`src/rtl/eirq_pkg.sv`:
```
package eirq_pkg;
    localparam int AW = 8;

    localparam logic [AW-1:0] OFS_LEVEL  = 8'h00;
    localparam logic [AW-1:0] OFS_RDMASK = 8'h04;
    localparam logic [AW-1:0] OFS_POL    = 8'h14;
    localparam logic [AW-1:0] OFS_ENA    = 8'h18;
    localparam logic [AW-1:0] OFS_RAW    = 8'h1C;
    localparam logic [AW-1:0] OFS_MASKED = 8'h20;
    localparam logic [AW-1:0] OFS_CLEAR  = 8'h24;
    localparam logic [AW-1:0] OFS_ARM    = 8'h28;
    localparam logic [AW-1:0] OFS_DBNC   = 8'h40;

    typedef enum logic {
        CH_IDLE = 1'b0,
        CH_QUAL = 1'b1
    } chan_state_e;
endpackage

```
`src/rtl/eirq_sync.sv`:
```
module eirq_sync #(
    parameter int WIDTH  = 16,
    parameter int STAGES = 2
) (
    input  logic             clk,
    input  logic             rst_n,
    input  logic [WIDTH-1:0] async_i,
    output logic [WIDTH-1:0] sync_o
);
    logic [WIDTH-1:0] stage_q [STAGES];

    always_ff @(posedge clk or negedge rst_n) begin
        if (!rst_n) begin
            for (int s = 0; s < STAGES; s++) stage_q[s] <= '0;
        end else begin
            stage_q[0] <= async_i;
            for (int s = 1; s < STAGES; s++) stage_q[s] <= stage_q[s-1];
        end
    end

    assign sync_o = stage_q[STAGES-1];
endmodule

```
`src/rtl/eirq_debounce.sv`:
```
module eirq_debounce
    import eirq_pkg::*;
#(
    parameter int DBW = 12
) (
    input  logic           clk,
    input  logic           rst_n,
    input  logic           tick_i,
    input  logic           lvl_i,
    input  logic           pol_i,
    input  logic           arm_i,
    input  logic [DBW-1:0] limit_i,
    output logic           fire_o,
    output logic           armed_o
);
    chan_state_e    state_q, state_d;
    logic [DBW-1:0] cnt_q;
    logic           match;

    assign match = (lvl_i == pol_i);

    // state register
    always_ff @(posedge clk or negedge rst_n) begin
        if (!rst_n) state_q <= CH_IDLE;
        else        state_q <= state_d;
    end

    // next state
    always_comb begin
        state_d = state_q;
        unique case (state_q)
            CH_IDLE: if (arm_i) state_d = CH_QUAL;
            CH_QUAL: begin
                if (arm_i)       state_d = CH_QUAL;
                else if (fire_o) state_d = CH_IDLE;
            end
            default: state_d = CH_IDLE;
        endcase
    end

    // outputs
    always_comb begin
        armed_o = (state_q == CH_QUAL);
        fire_o  = (state_q == CH_QUAL) && match && !arm_i && (cnt_q >= limit_i);
    end

    // tick counter
    always_ff @(posedge clk or negedge rst_n) begin
        if (!rst_n)                  cnt_q <= '0;
        else if (arm_i)              cnt_q <= '0;
        else if (state_q == CH_QUAL) begin
            if (!match)                        cnt_q <= '0;
            else if (tick_i && cnt_q < limit_i) cnt_q <= cnt_q + 1'b1;
        end
    end

    p_fire_disarms_r5: assert property (@(posedge clk) disable iff (!rst_n)
        fire_o |=> (state_q == CH_IDLE));
    p_fire_on_match_r4: assert property (@(posedge clk) disable iff (!rst_n)
        fire_o |-> (lvl_i == pol_i) && armed_o);
endmodule

```
`src/rtl/ext_irq_ctrl.sv`:
```
module ext_irq_ctrl
    import eirq_pkg::*;
#(
    parameter int NCH    = 16,
    parameter int DBW    = 12,
    parameter int STAGES = 2
) (
    input  logic          clk,
    input  logic          rst_n,
    input  logic          ms_tick,
    input  logic [15:0]   pin_in,
    input  logic [7:0]    bus_addr,
    input  logic [31:0]   bus_wdata,
    input  logic          bus_we,
    output logic [31:0]   bus_rdata,
    output logic          irq_o
);
    localparam int CHW = (NCH > 1) ? $clog2(NCH) : 1;

    logic [NCH-1:0] lvl_sync;
    logic [NCH-1:0] rdmask_q, pol_q, ena_q, raw_q;
    logic [NCH-1:0] clr_vec, arm_vec, fire_vec, armed_vec, masked;
    logic [DBW-1:0] dbnc_q [NCH];
    logic [AW-1:0]  dofs;
    logic [CHW-1:0] didx;
    logic           dwin;

    eirq_sync #(.WIDTH(NCH), .STAGES(STAGES)) u_sync (
        .clk(clk), .rst_n(rst_n), .async_i(pin_in[NCH-1:0]), .sync_o(lvl_sync)
    );

    generate
        for (genvar c = 0; c < NCH; c++) begin : g_ch
            eirq_debounce #(.DBW(DBW)) u_dbnc (
                .clk(clk), .rst_n(rst_n), .tick_i(ms_tick),
                .lvl_i(lvl_sync[c]), .pol_i(pol_q[c]), .arm_i(arm_vec[c]),
                .limit_i(dbnc_q[c]), .fire_o(fire_vec[c]), .armed_o(armed_vec[c])
            );
        end
    endgenerate

    assign dofs    = bus_addr - OFS_DBNC;
    assign didx    = dofs[CHW+1:2];
    assign dwin    = (bus_addr >= OFS_DBNC) && (int'(dofs) < NCH * 4) && (dofs[1:0] == 2'b00);
    assign clr_vec = (bus_we && bus_addr == OFS_CLEAR) ? bus_wdata[NCH-1:0] : '0;
    assign arm_vec = (bus_we && bus_addr == OFS_ARM)   ? bus_wdata[NCH-1:0] : '0;
    assign masked  = raw_q & ena_q;
    assign irq_o   = |masked;

    always_ff @(posedge clk or negedge rst_n) begin
        if (!rst_n) begin
            rdmask_q <= '0;
            pol_q    <= '0;
            ena_q    <= '0;
            raw_q    <= '0;
            for (int c = 0; c < NCH; c++) dbnc_q[c] <= '0;
        end else begin
            raw_q <= (raw_q & ~clr_vec) | fire_vec;
            if (bus_we) begin
                if (bus_addr == OFS_RDMASK) rdmask_q <= bus_wdata[NCH-1:0];
                if (bus_addr == OFS_POL)    pol_q    <= bus_wdata[NCH-1:0];
                if (bus_addr == OFS_ENA)    ena_q    <= bus_wdata[NCH-1:0];
                if (dwin)                   dbnc_q[didx] <= bus_wdata[DBW-1:0];
            end
        end
    end

    always_comb begin
        bus_rdata = '0;
        unique case (bus_addr)
            OFS_LEVEL:  bus_rdata[NCH-1:0] = lvl_sync & rdmask_q;
            OFS_RDMASK: bus_rdata[NCH-1:0] = rdmask_q;
            OFS_POL:    bus_rdata[NCH-1:0] = pol_q;
            OFS_ENA:    bus_rdata[NCH-1:0] = ena_q;
            OFS_RAW:    bus_rdata[NCH-1:0] = raw_q;
            OFS_MASKED: bus_rdata[NCH-1:0] = masked;
            default:    if (dwin) bus_rdata[DBW-1:0] = dbnc_q[didx];
        endcase
    end

    p_status_sticky_r7: assert property (@(posedge clk) disable iff (!rst_n)
        1'b1 |=> (($past(raw_q) & ~$past(clr_vec) & ~raw_q) == '0));
    p_set_needs_arm_r5: assert property (@(posedge clk) disable iff (!rst_n)
        1'b1 |=> ((raw_q & ~$past(raw_q) & ~$past(armed_vec)) == '0));
    p_irq_quiet_r6: assert property (@(posedge clk) disable iff (!rst_n)
        (ena_q == '0) |-> !irq_o);
endmodule

```
`config.mk`:
```
export PLATFORM = sky130hd
export DESIGN_NAME = ext_irq_ctrl
export DESIGN_NICKNAME = d
export VERILOG_FILES = /design/src/rtl/eirq_pkg.sv /design/src/rtl/eirq_sync.sv /design/src/rtl/eirq_debounce.sv /design/src/rtl/ext_irq_ctrl.sv
export SDC_FILE = /design/constraint.sdc
export NUM_CORES = 1
export LEC_CHECK = 0
export ABC_AREA = 1
export ABC_CLOCK_PERIOD_IN_PS = 2100
export BUFFER_PORTS_ARGS = -buffer_cell sky130_fd_sc_hd__buf_4
export CORE_MARGIN = 10
export CORE_UTILIZATION = 45
export CTS_BUF_LIST = sky130_fd_sc_hd__clkbuf_8
export CTS_CLUSTER_SIZE = 25
export DETAILED_ROUTE_END_ITERATION = 8
export SYNTH_ARGS = -nofsm -noshare
export SYNTH_HDL_FRONTEND = slang
export SYNTH_SLANG_ARGS = --single-unit
```
`constraint.sdc`:
```
create_clock -name clk -period 2.1 [get_ports clk]
set_input_delay 0.315 -clock clk [delete_from_list [all_inputs] [get_ports clk]]
set_output_delay 0.315 -clock clk [all_outputs]
set_load 0.005 [all_outputs]
```
Word-level counts from Yosys, hierarchy flattened
Index checks and enable logic that the tools add are counted.

$lt $le $gt $ge: 36. Eq/ne operators: 39. Add/sub/neg operators: 17. Bitwise operators: 22. Multiplexer cells: 139. Reduce and logical (&&, ||, !) cells: 124.

Operators with widths (count): $mux W12 (68); $add A12 B1 Y12 const B (16); $bwmux W192 (1); $ge A12 B12 Y1 (16); $lt A12 B12 Y1 (16); $pmux W12 S6 (1); $logic_and A1 B1 Y1 (69); $and A16 B16 Y16 (3); $bmux W12 S4 (1); $demux W12 S4 (1); $mux W1 (48); $ne A3 B3 Y1 const B (16); $reduce_and A2 Y1 (20); $mux W16 (2); $pmux W1 S2 (16); $reduce_bool A2 Y1 (16); $eq A8 B5 Y1 const B (3); $eq A8 B6 Y1 const B (3); $pmux W4 S6 (1); $eq A1 B1 Y1 (16); $logic_not A1 Y1 (16); $not A1 Y1 (16); $not A16 Y16 (1); $or A16 B16 Y16 (1); other kinds (10) (10).

Logic and storage cells: 431. Register bits after elaboration: 496. Output and inout port bits: 33.

Longest topological paths before layout
Gate-level depths: netlist of run 1.

Depth in word-level cells: 9. Depth in mapped cells: 14. Depth with buffers taken out: 13.

Modules after synthesis
From an unflattened synthesis of run 1, not the netlist that was laid out.

Cells, all modules: 4784. Area total of the unflattened synthesis: 33149.3 um^2.

Modules (own cells, without submodules): eirq_debounce (cells each 186, seq. area each 325.3 um^2, instances 16, area an instance 1219.9 um^2); ext_irq_ctrl (cells each 1760, seq. area each 6406.1 um^2, instances 1, area an instance 12709.7 um^2); eirq_sync (cells each 48, seq. area each 800.8 um^2, instances 1, area an instance 920.9 um^2).

Least setup slack after synthesis of run 1
No wires, ideal clock.

Kind: input -> output. Start: input port bus_addr[3]. End: output port bus_rdata[0]. Data required time: 1785 ps. Cell stages on the path: 13. Path buffers: 5. Path slack: 47 ps. Arrival time: 1738 ps. Path through: buf_2 > inv_1 > nor2_2 > buf_6 > buf_6 > buf_4 > buf_2 > nand2_1 > nand4_1 > nand2_1 > nand4_1 > nand2_1 > nand2_1.

Longest elaborated chain between the ends: 7. Elaborated cells on any way between the ends: 17. Classes of those cells: 1 x add/sub; 2 x order compare; 5 x eq/ne; 5 x mux; 1 x bitwise; 3 x reduce/logical.

RTL lines: from (decl) (line ext_irq_ctrl.sv:12) `input logic [7:0] bus_addr,`; $sub A8 B7 Y8 (line ext_irq_ctrl.sv:42) `assign dofs = bus_addr - OFS_DBNC;`; $not A4 Y5 (implied by the code) (line ext_irq_ctrl.sv:77) `default: if (dwin) bus_rdata[DBW-1:0] = dbnc_q[didx];`; $bmux W12 S4 (line ext_irq_ctrl.sv:77); $mux W12 (implied by the code) (2 in series) (line ext_irq_ctrl.sv:77); $mux W12 (line ext_irq_ctrl.sv:77); $pmux W12 S6 * (line ext_irq_ctrl.sv:70) `unique case (bus_addr)`; to (decl) (line ext_irq_ctrl.sv:15) `output logic [31:0] bus_rdata,`.

Mark *: on every way between the ends. The rest lies on a longest branch, timed or not. The select of a mux whose other input is x is not followed.

Worst setup path in the final report of run 1
Start: register dbnc_q[6] in the netlist's numbering. End: output port bus_rdata[6].

Longest elaborated chain between the ends: 5.

RTL lines: from (decl) (line ext_irq_ctrl.sv:23) `logic [DBW-1:0] dbnc_q [NCH];`; from (signal, indexed assignment) (line ext_irq_ctrl.sv:63) `if (dwin) dbnc_q[didx] <= bus_wdata[DBW-1:0];`; $bmux W12 S4 (line ext_irq_ctrl.sv:77); $mux W12 (implied by the code) (2 in series) (line ext_irq_ctrl.sv:77); $mux W12 (line ext_irq_ctrl.sv:77); $pmux W12 S6 (line ext_irq_ctrl.sv:70).

No other way between the ends. The select of a mux whose other input is x is not followed.

==> results of run 1 <==
==> stage by stage <==
step | util (%) | instances | hold slack, ns
2_1_floorplan | - | 4435 | 0.0194
3_3_place_gp | 50.0 | 5540 | 0.198
3_5_place_dp | 50.0 | 5540 | 0.194
4_1_cts | 54.4 | 5788 | 0.0384
5_1_grt | 54.9 | 5820 | 0.0687
6_report | 54.9 | 5820 | 0.0650
==> registers in the layout, indices dropped and copies added (netlist names) <==
signal	cells
u_sync.sync_o	16
u_sync.stage_q	16
g_ch.u_dbnc.armed_o	16
dbnc_q	192
rdmask_q	16
pol_q	16
raw_q	16
ena_q	16
g_ch.u_dbnc.cnt_q	192
==> worst paths after layout <==
check                                         from                       end  slack (ns)  cells after the start
worst max-delay path                     dbnc_q[6]              bus_rdata[6]       -0.28                      9
worst min-delay path                         rst_n  g_ch[15].u_dbnc.cnt_q[3]        0.06                      2
worst max register to register         dbnc_q[151]   g_ch[3].u_dbnc.cnt_q[5]        0.15                     13
worst min register to register  u_sync.stage_q[17]          u_sync.sync_o[1]        0.35                      0
max in group asynchronous                    rst_n          u_sync.sync_o[0]        1.22                      3
min in group clk                      bus_wdata[0]    g_ch[0].u_dbnc.armed_o        0.09                      4
==> final cells by class <==
| type | instances | area, sq um | area share [%] |
|---|---|---|---|
| flip-flops and latches | 496 | 12400 | 32.4 |
| well taps | 940 | 1180 | 3.07 |
| diodes | 1 | 2.50 | 0.00653 |
| clock buffers | 121 | 1670 | 4.35 |
| clock inverters | 48 | 413 | 1.08 |
| repair buffers | 437 | 3810 | 9.93 |
| inverters | 566 | 2120 | 5.54 |
| multi-input cells | 3211 | 16700 | 43.6 |
==> cells in the mapped netlist (19+ instances only) <==
library cell	count	area share [%]
a21o_1	19	0.45
a21oi_1	138	2.2
a22oi_1	22	0.52
buf_2	56	0.89
buf_4	21	0.50
clkbuf_1	79	0.94
dfrtp_1	496	39
ha_1	208	8.2
inv_1	553	6.6
nand2_1	1472	17
nand2_2	26	0.52
nand3_1	318	5.0
nand4_1	144	2.9
nor2_1	339	4.0
nor3_1	19	0.30
o21ai_0	303	4.8
or2_2	26	0.52
xnor2_1	32	0.89
xor2_1	54	1.5
==> logic make-up after synthesis <==
kind of cell | count (synthesis) | share of synthesized area [%]
flip-flops | 496 | 39.3
adder cells (fa/ha/maj) | 208 | 8.24
AO/OA/AOI/OAI | 526 | 9.00
AND/OR/NAND/NOR | 2375 | 31.8
XOR/XNOR | 86 | 2.39
buffers and inverters | 728 | 9.23
other | 1 | 0.0119
==> worst reg2reg max path: cells and delay by family (launching register included) <==
| family | cells | cell delay (ns) |
|---|---|---|
| and+or+nand+nor | 7 | 0.51 |
| buffers and inverters | 4 | 0.49 |
| DFF | 1 | 0.36 |
| adders and majority gates | 1 | 0.32 |
| AOI/OAI and AO/OA | 1 | 0.15 |
==> routing by layer <==
metal  GRT usage (%)  wire (microns)
met1            32.5           44300
met2            39.4           46200
met3            4.12            6090
met4            8.29            3350
met5               0              13
==> placed cells by master, fill, tap and decap left out, types with 4 or more instances in the layout <==
cell type,count
nand2_2,76
xor2_1,54
clkinv_2,17
or2_2,26
dlygate4sd3_1,32
o21bai_1,10
a22oi_2,9
o21ai_0,282
nor3_1,15
a21oi_1,121
buf_6,17
ha_1,208
nor2_2,14
clkbuf_8,121
nand2_1,1421
conb_1,16
inv_1,505
nor3_2,4
nor2_1,323
o211ai_1,8
dfrtp_2,11
buf_4,357
o21a_1,7
a21oi_2,17
a22oi_1,13
o21ai_1,5
nand3_4,9
xnor2_1,32
nand4_1,144
bufinv_16,7
a21o_1,19
a21boi_0,17
nor2_4,6
dfrtp_1,485
clkinvlp_4,4
buf_12,30
inv_2,79
o21ai_2,17
nand3_1,316
nand3b_1,16
==> what timing repair did <==
action | in CTS | in global routing
endpoints found under the hold margin | 379 | 0
hold buffers | 32 | 0
endpoints found under the setup margin | 17 | 17
buffers inserted | 50 | 31
pin swaps | 60 | 45
gates resized for setup | 172 | 60
==> power breakdown <==
part / total (uW) / switching (uW) / leakage (uW) / internal [uW]
combinational: 3890 / 2430 / 0.0121 / 1460
clock: 10500 / 4440 / 0.00114 / 6030
sequential: 10700 / 596 / 0.00658 / 10100
total: 25000 / 7470 / 0.0198 / 17600
==> summary.md, run 1 <==
| Metric | Value |
|---|---|
| Outcome | `complete, but fails checks` |
| Failing checks | `negative setup slack` |
| Synth cell types | `36` |
| Starting DRT DRC Count | `2254` |
| Critical Path Source Type | `flop` |
| Final period util | `113%` |
| Hold Path Class | `primary input to asynchronous set/reset pin` |
| Post-synth EDFFs | `0` |
| Pre-CTS WS | `-0.266 ns` |
| Routed WL | `99.9 mm` |
| CTS Sinks | `496` |
| Critical path class | `flop to output port` |
| Chip Height | `285 microns` |
| Final #Nets | `5071` |
| Primary FF master, synth | `dfrtp_1` |
| Die Footprint | `0.0812 sq mm` |
| Crit path cell chain | `inv_2 > nor2_1 > a21oi_2 > nand2_1 > nand2_2 > nand2_1 > o21ai_2 > nand2_2 > buf_6` |
| Drt via density | `5.10` |
| Synth warn | `0` |
| Core footprint | `0.0698 sq mm` |
| Final setup fails | `15` |
| Fin Clk Skew | `0.0300 ns` |
| Layout area overhead | `21.4%` |
| Drt wl/cell | `17.2 microns` |
| Slowest-stage cell, CP | `dfrtp_1` |
| Post-route cell area | `0.0383 sq mm` |
| Crit-path max FO | `2` |
| Root Driver | `clkbuf_8` |
| Flops & latches, synth | `496` |
| Post-detailed-route count of antenna-violating nets | `0` |
| DRC | `0` |
| Initial cell density of the core | `45.2%` |
| Largest net degree at the start of global routing | `91` |
| Vias in the first global route | `27800` |
| Final Hold Viols | `0` |
| FP Rows | `97` |
| Dpl hpwl | `74.9 mm` |
| Crit path max-delay family | `simple AND/OR/NAND/NOR gates` |
| Overall Power | `25000 uW` |
| Dpl cell area | `0.0349 sq mm` |
| Async S/R FF share, synth | `100%` |
| Max cap viols | `0` |
| Final setup TNS | `-2.81 ns` |
| Critical Path End Type | `output port` |
| Crit path DAT | `2.06 ns` |
| Clock latency at the later pin of the worst-skew pair | `0.73 ns` |
| Initial antenna violation count | `2` |
| Total CTS buffers | `91` |
| Actual slew at the worst max-slew pin | `0.991 ns` |
| Die width | `285 microns` |
| Clock transition at the registers of the reported paths | `0.06 ns` |
| GR Util All Layers | `24.3%` |
| RSZ-0062 raised after global routing | `true` |
| # port buffers | `60` |
| Leakage Power | `0.0198 uW` |
| IO Count | `93` |
| First-pass GRT wire length | `157 mm` |
| Share of cells above drive strength 1 | `17.0%` |
| Power Density | `653 mW/mm^2` |
| Crit path buffers/inverters | `2` |
| Maximum clock rate | `421 MHz` |
| Pre-antenna DRT Iters | `6` |
| Register area share after synthesis | `39.3%` |
| Slack of the critical path | `-0.277 ns` |
| CP peak stage delay | `0.39 ns` |
| Final min period | `2.38 ns` |
| Clock Tree Buf Depth | `3` |
| TritonCTS clock tree | `built` |
| Final slew viol count | `0` |
| Via count | `29700` |
| Post-synthesis cell count | `4420` |
| Filler cell count | `6801` |
| Max rail drop VDD | `0.000672 V` |
| GP Congestion | `0.963` |
| CTS HTree Levels | `3` |
| Slew HR | `33.9%` |
| Syn_area_per_cell | `7.14 sq um` |
| Cell area after synthesis | `0.0316 sq mm` |
| Global route overflow | `0` |
| Req. time, crit path | `1.78 ns` |
(Power assumes the default switching activity.)
==> run 2, diff against run 1 <==
- BUFFER_PORTS_ARGS: -buffer_cell sky130_fd_sc_hd__buf_4 -> -buffer_cell sky130_fd_sc_hd__buf_2
- PLACE_DENSITY: unset -> 0.64
==> run 2 against run 1 <==
  * The run still ends with negative setup slack left
  * Utilization down 0.53 points
  * Sequential share of layout area rose by 0.34 points
  * Combinational power is 1% lower
  * Final cell count shrank 0.36%
  * Hold slack better by 0.095 ns
  * Via count is 0.94% higher
  * Clock-buffer cell count down 8
  * Critical path type unchanged
==> summary.md, run 2 (same netlist as run 1, synthesis figures left out) <==
| Metric | Value |
|---|---|
| Met1 wire length | `43.2 mm (-2.5%)` |
| FP Rows | `97 (unchanged)` |
| Crit path buffers/inverters | `2 (unchanged)` |
| Final #Nets | `5064 (-0.14%)` |
| # port buffers | `60 (unchanged)` |
| Die width | `285 microns (unchanged)` |
| Core footprint | `0.0698 sq mm (unchanged)` |
| Pre-antenna DRT Iters | `8 (+2)` |
| Routed WL | `99.7 mm (-0.28%)` |
| Part of the power in the clock network | `40.3% (-1.5 points)` |
| Hold Path Class | `primary input to asynchronous set/reset pin` |
| Largest regs | `dbnc_q (192), g_ch.u_dbnc.cnt_q (192)` |
| Actual slew at the worst max-slew pin | `0.886 ns (-0.105 ns)` |
| Sw Share | `30.3% (+0.46 points)` |
| RSZ-0062 raised after global routing | `true` |
| Via count | `30000 (+0.94%)` |
| Max rail drop VDD | `0.000565 V (-16%)` |
| Share of cells above drive strength 1 | `16.9% (-0.15 points)` |
| IO Count | `93 (unchanged)` |
| Critical path class | `flop to output port` |
| Crit path cell chain | `inv_2 > nor2_4 > a21oi_2 > nand2_1 > nand2_1 > nand2_2 > o21ai_2 > nand2_2 > buf_6` |
| CP peak stage delay | `0.39 ns (about the same)` |
| Slack of the critical path | `-0.263 ns (+0.0142 ns)` |
| Final period util | `113% (-0.67 points)` |
| Crit-path max FO | `2 (unchanged)` |
| Total CTS buffers | `91 (unchanged)` |
| Final Hold Viols | `0 (unchanged)` |
| Critical Path Source Type | `flop` |
| Critical Path End Type | `output port` |
| Worst hold margin | `0.160 ns (+0.0949 ns)` |
| Final min period | `2.36 ns (-0.0142 ns)` |
| Setup slack, reg-to-reg | `0.14 ns (about the same)` |
| Leakage Power | `0.0197 uW (-0.78%)` |
| Clock transition at the registers of the reported paths | `0.06 ns (about the same)` |
| Final setup TNS | `-2.86 ns (-0.0467 ns)` |
| TritonCTS clock tree | `built` |
| Power share of the sequential group | `43.9% (+1.3 points)` |
| Commonest cells after routing, fill and taps aside | `nand2_1, inv_1, dfrtp_1` |
| CTS HTree Levels | `3 (unchanged)` |
| Chip Height | `285 microns (unchanged)` |
| Max cap viols | `0 (unchanged)` |
| Most common cell after layout, fill and taps aside | `nand2_1` |
| Initial cell density of the core | `45.2% (unchanged)` |
| Post-detailed-route count of antenna-violating nets | `0 (unchanged)` |
| Outcome | `complete, but fails checks` |
| Pint | `16900 uW (-3.6%)` |
| Maximum clock rate | `423 MHz (+0.60%)` |
| Global route overflow | `0 (unchanged)` |
| Clock latency at the later pin of the worst-skew pair | `0.73 ns (about the same)` |
| Initial antenna violation count | `1 (-1)` |
| Top layer in use | `met4` |
| CTS Sinks | `496 (unchanged)` |
| Power Density | `640 mW/mm^2 (-2.0%)` |
| First-pass GRT wire length | `157 mm (+0.39%)` |
| Final slew viol count | `0 (unchanged)` |
| Starting DRT DRC Count | `2443 (+8.4%)` |
| Die Footprint | `0.0812 sq mm (unchanged)` |
| Crit path max-delay family | `simple AND/OR/NAND/NOR gates` |
| GR Util All Layers | `24.2% (-0.11 points)` |
| Worst-case reg-to-reg path depth | `14 (+1)` |
| Final setup fails | `15 (unchanged)` |
| DRC | `0 (unchanged)` |
| Slew HR | `40.9% (+7.0 points)` |
| Crit path DAT | `2.05 ns (about the same)` |
| Vias in the first global route | `28300 (+1.9%)` |
| Clock Tree Buf Depth | `3 (unchanged)` |
| Drt wl/cell | `17.2 microns (about the same)` |
| Filler cell count | `6668 (-2.0%)` |
| Failing checks | `negative setup slack` |
| Switch Pwr | `7360 uW (-1.4%)` |
| Dpl hpwl | `73.9 mm (-1.3%)` |
| Layout area overhead | `20.2%` |
| Largest net degree at the start of global routing | `64 (-30%)` |
| Reg-to-reg startpoint | `dbnc_q[9]` |
| Gate power share | `15.8% (+0.3 points)` |
| Fin Clk Skew | `0.0266 ns (-0.00337 ns)` |
| DR WL met3 | `6.85 mm (+13%)` |
| Drt via density | `5.17 (+1.3%)` |
| Root Driver | `clkbuf_8` |
| Slowest-stage cell, CP | `dfrtp_1` |
| Detail Route met2 WL | `46.2 mm (about the same)` |
| Req. time, crit path | `1.78 ns (about the same)` |
| GP Congestion | `0.991 (+2.8%)` |
| FF-to-FF End | `g_ch[15].u_dbnc.cnt_q[1]` |
## run 2: changes by cell type in the layout (fill, tap and decap cells not counted), sizes merged
cell / before / now
bufinv: 7 / 5
clkbuf: 121 / 116
clkinv: 17 / 11
clkinvlp: 4 / 0
inv: 586 / 592
buf: 405 / 395
## run 2: worst max path at each step
stage	startpoint	to	slack, ns	cells past startpoint
global placement	bus_addr[2]	bus_rdata[14]	-0.19	11
finish	dbnc_q[9]	bus_rdata[9]	-0.26	9
CTS	dbnc_q[103]	bus_rdata[7]	-0.26	9
floorplan	bus_addr[3]	bus_rdata[0]	0.05	13
global route	dbnc_q[107]	bus_rdata[11]	-0.34	9
detailed placement	bus_addr[2]	bus_rdata[14]	-0.22	11
## run 2: through the flow
step / utilization, % / power, uW / setup WS (ns) / instances / instance area, sq um
global route: 54.4 / 25500 / -0.338 / 5799 / 38000
global placement: 49.6 / 14300 / -0.191 / 5532 / 34600
detailed placement: 49.6 / 14400 / -0.222 / 5532 / 34600
floorplan: - / 12800 / 0.0471 / 4435 / 31600
CTS: 53.7 / 24400 / -0.262 / 5771 / 37500
finish: 54.4 / 24300 / -0.263 / 5799 / 38000
## run 2: per-layer routing
metal | track usage, % | up-vias
met2 | 39.6 | 929
met4 | 9.00 | 0
met3 | 3.64 | 203
met5 | 0 | -
met1 | 32.1 | 14000
li1 | - | 14900
## run 2: area by class of cell
class | instances | area [sq um] | share of cell area [%]
Antenna cell | 1 | 2.50 | 0.00659
Inverter | 566 | 2120 | 5.60
Clock inverter | 42 | 323 | 0.851
Clock buffer | 113 | 1560 | 4.10
Tap cell | 940 | 1180 | 3.10
Sequential cell | 496 | 12400 | 32.8
Timing Repair Buffer | 430 | 3570 | 9.40
Multi-Input combinational cell | 3211 | 16800 | 44.2
## run 2: power groups by stage
stage	Sequential, uW	Combinational, uW	Clock, uW
2_1_floorplan	10600	2240	0
3_3_place_gp	10800	3500	0
3_5_place_dp	10800	3580	0
4_1_cts	10600	3760	9970
5_1_grt	10700	4380	10400
6_report	10700	3850	9790
## run 2: what timing repair did
item,in CTS,in global routing
pin swaps,60,50
endpoints found under the hold margin,388,0
hold buffers,32,0
cloned,0,2
buffers inserted,54,25
setup endpoints to repair,17,17
resized for setup,169,83
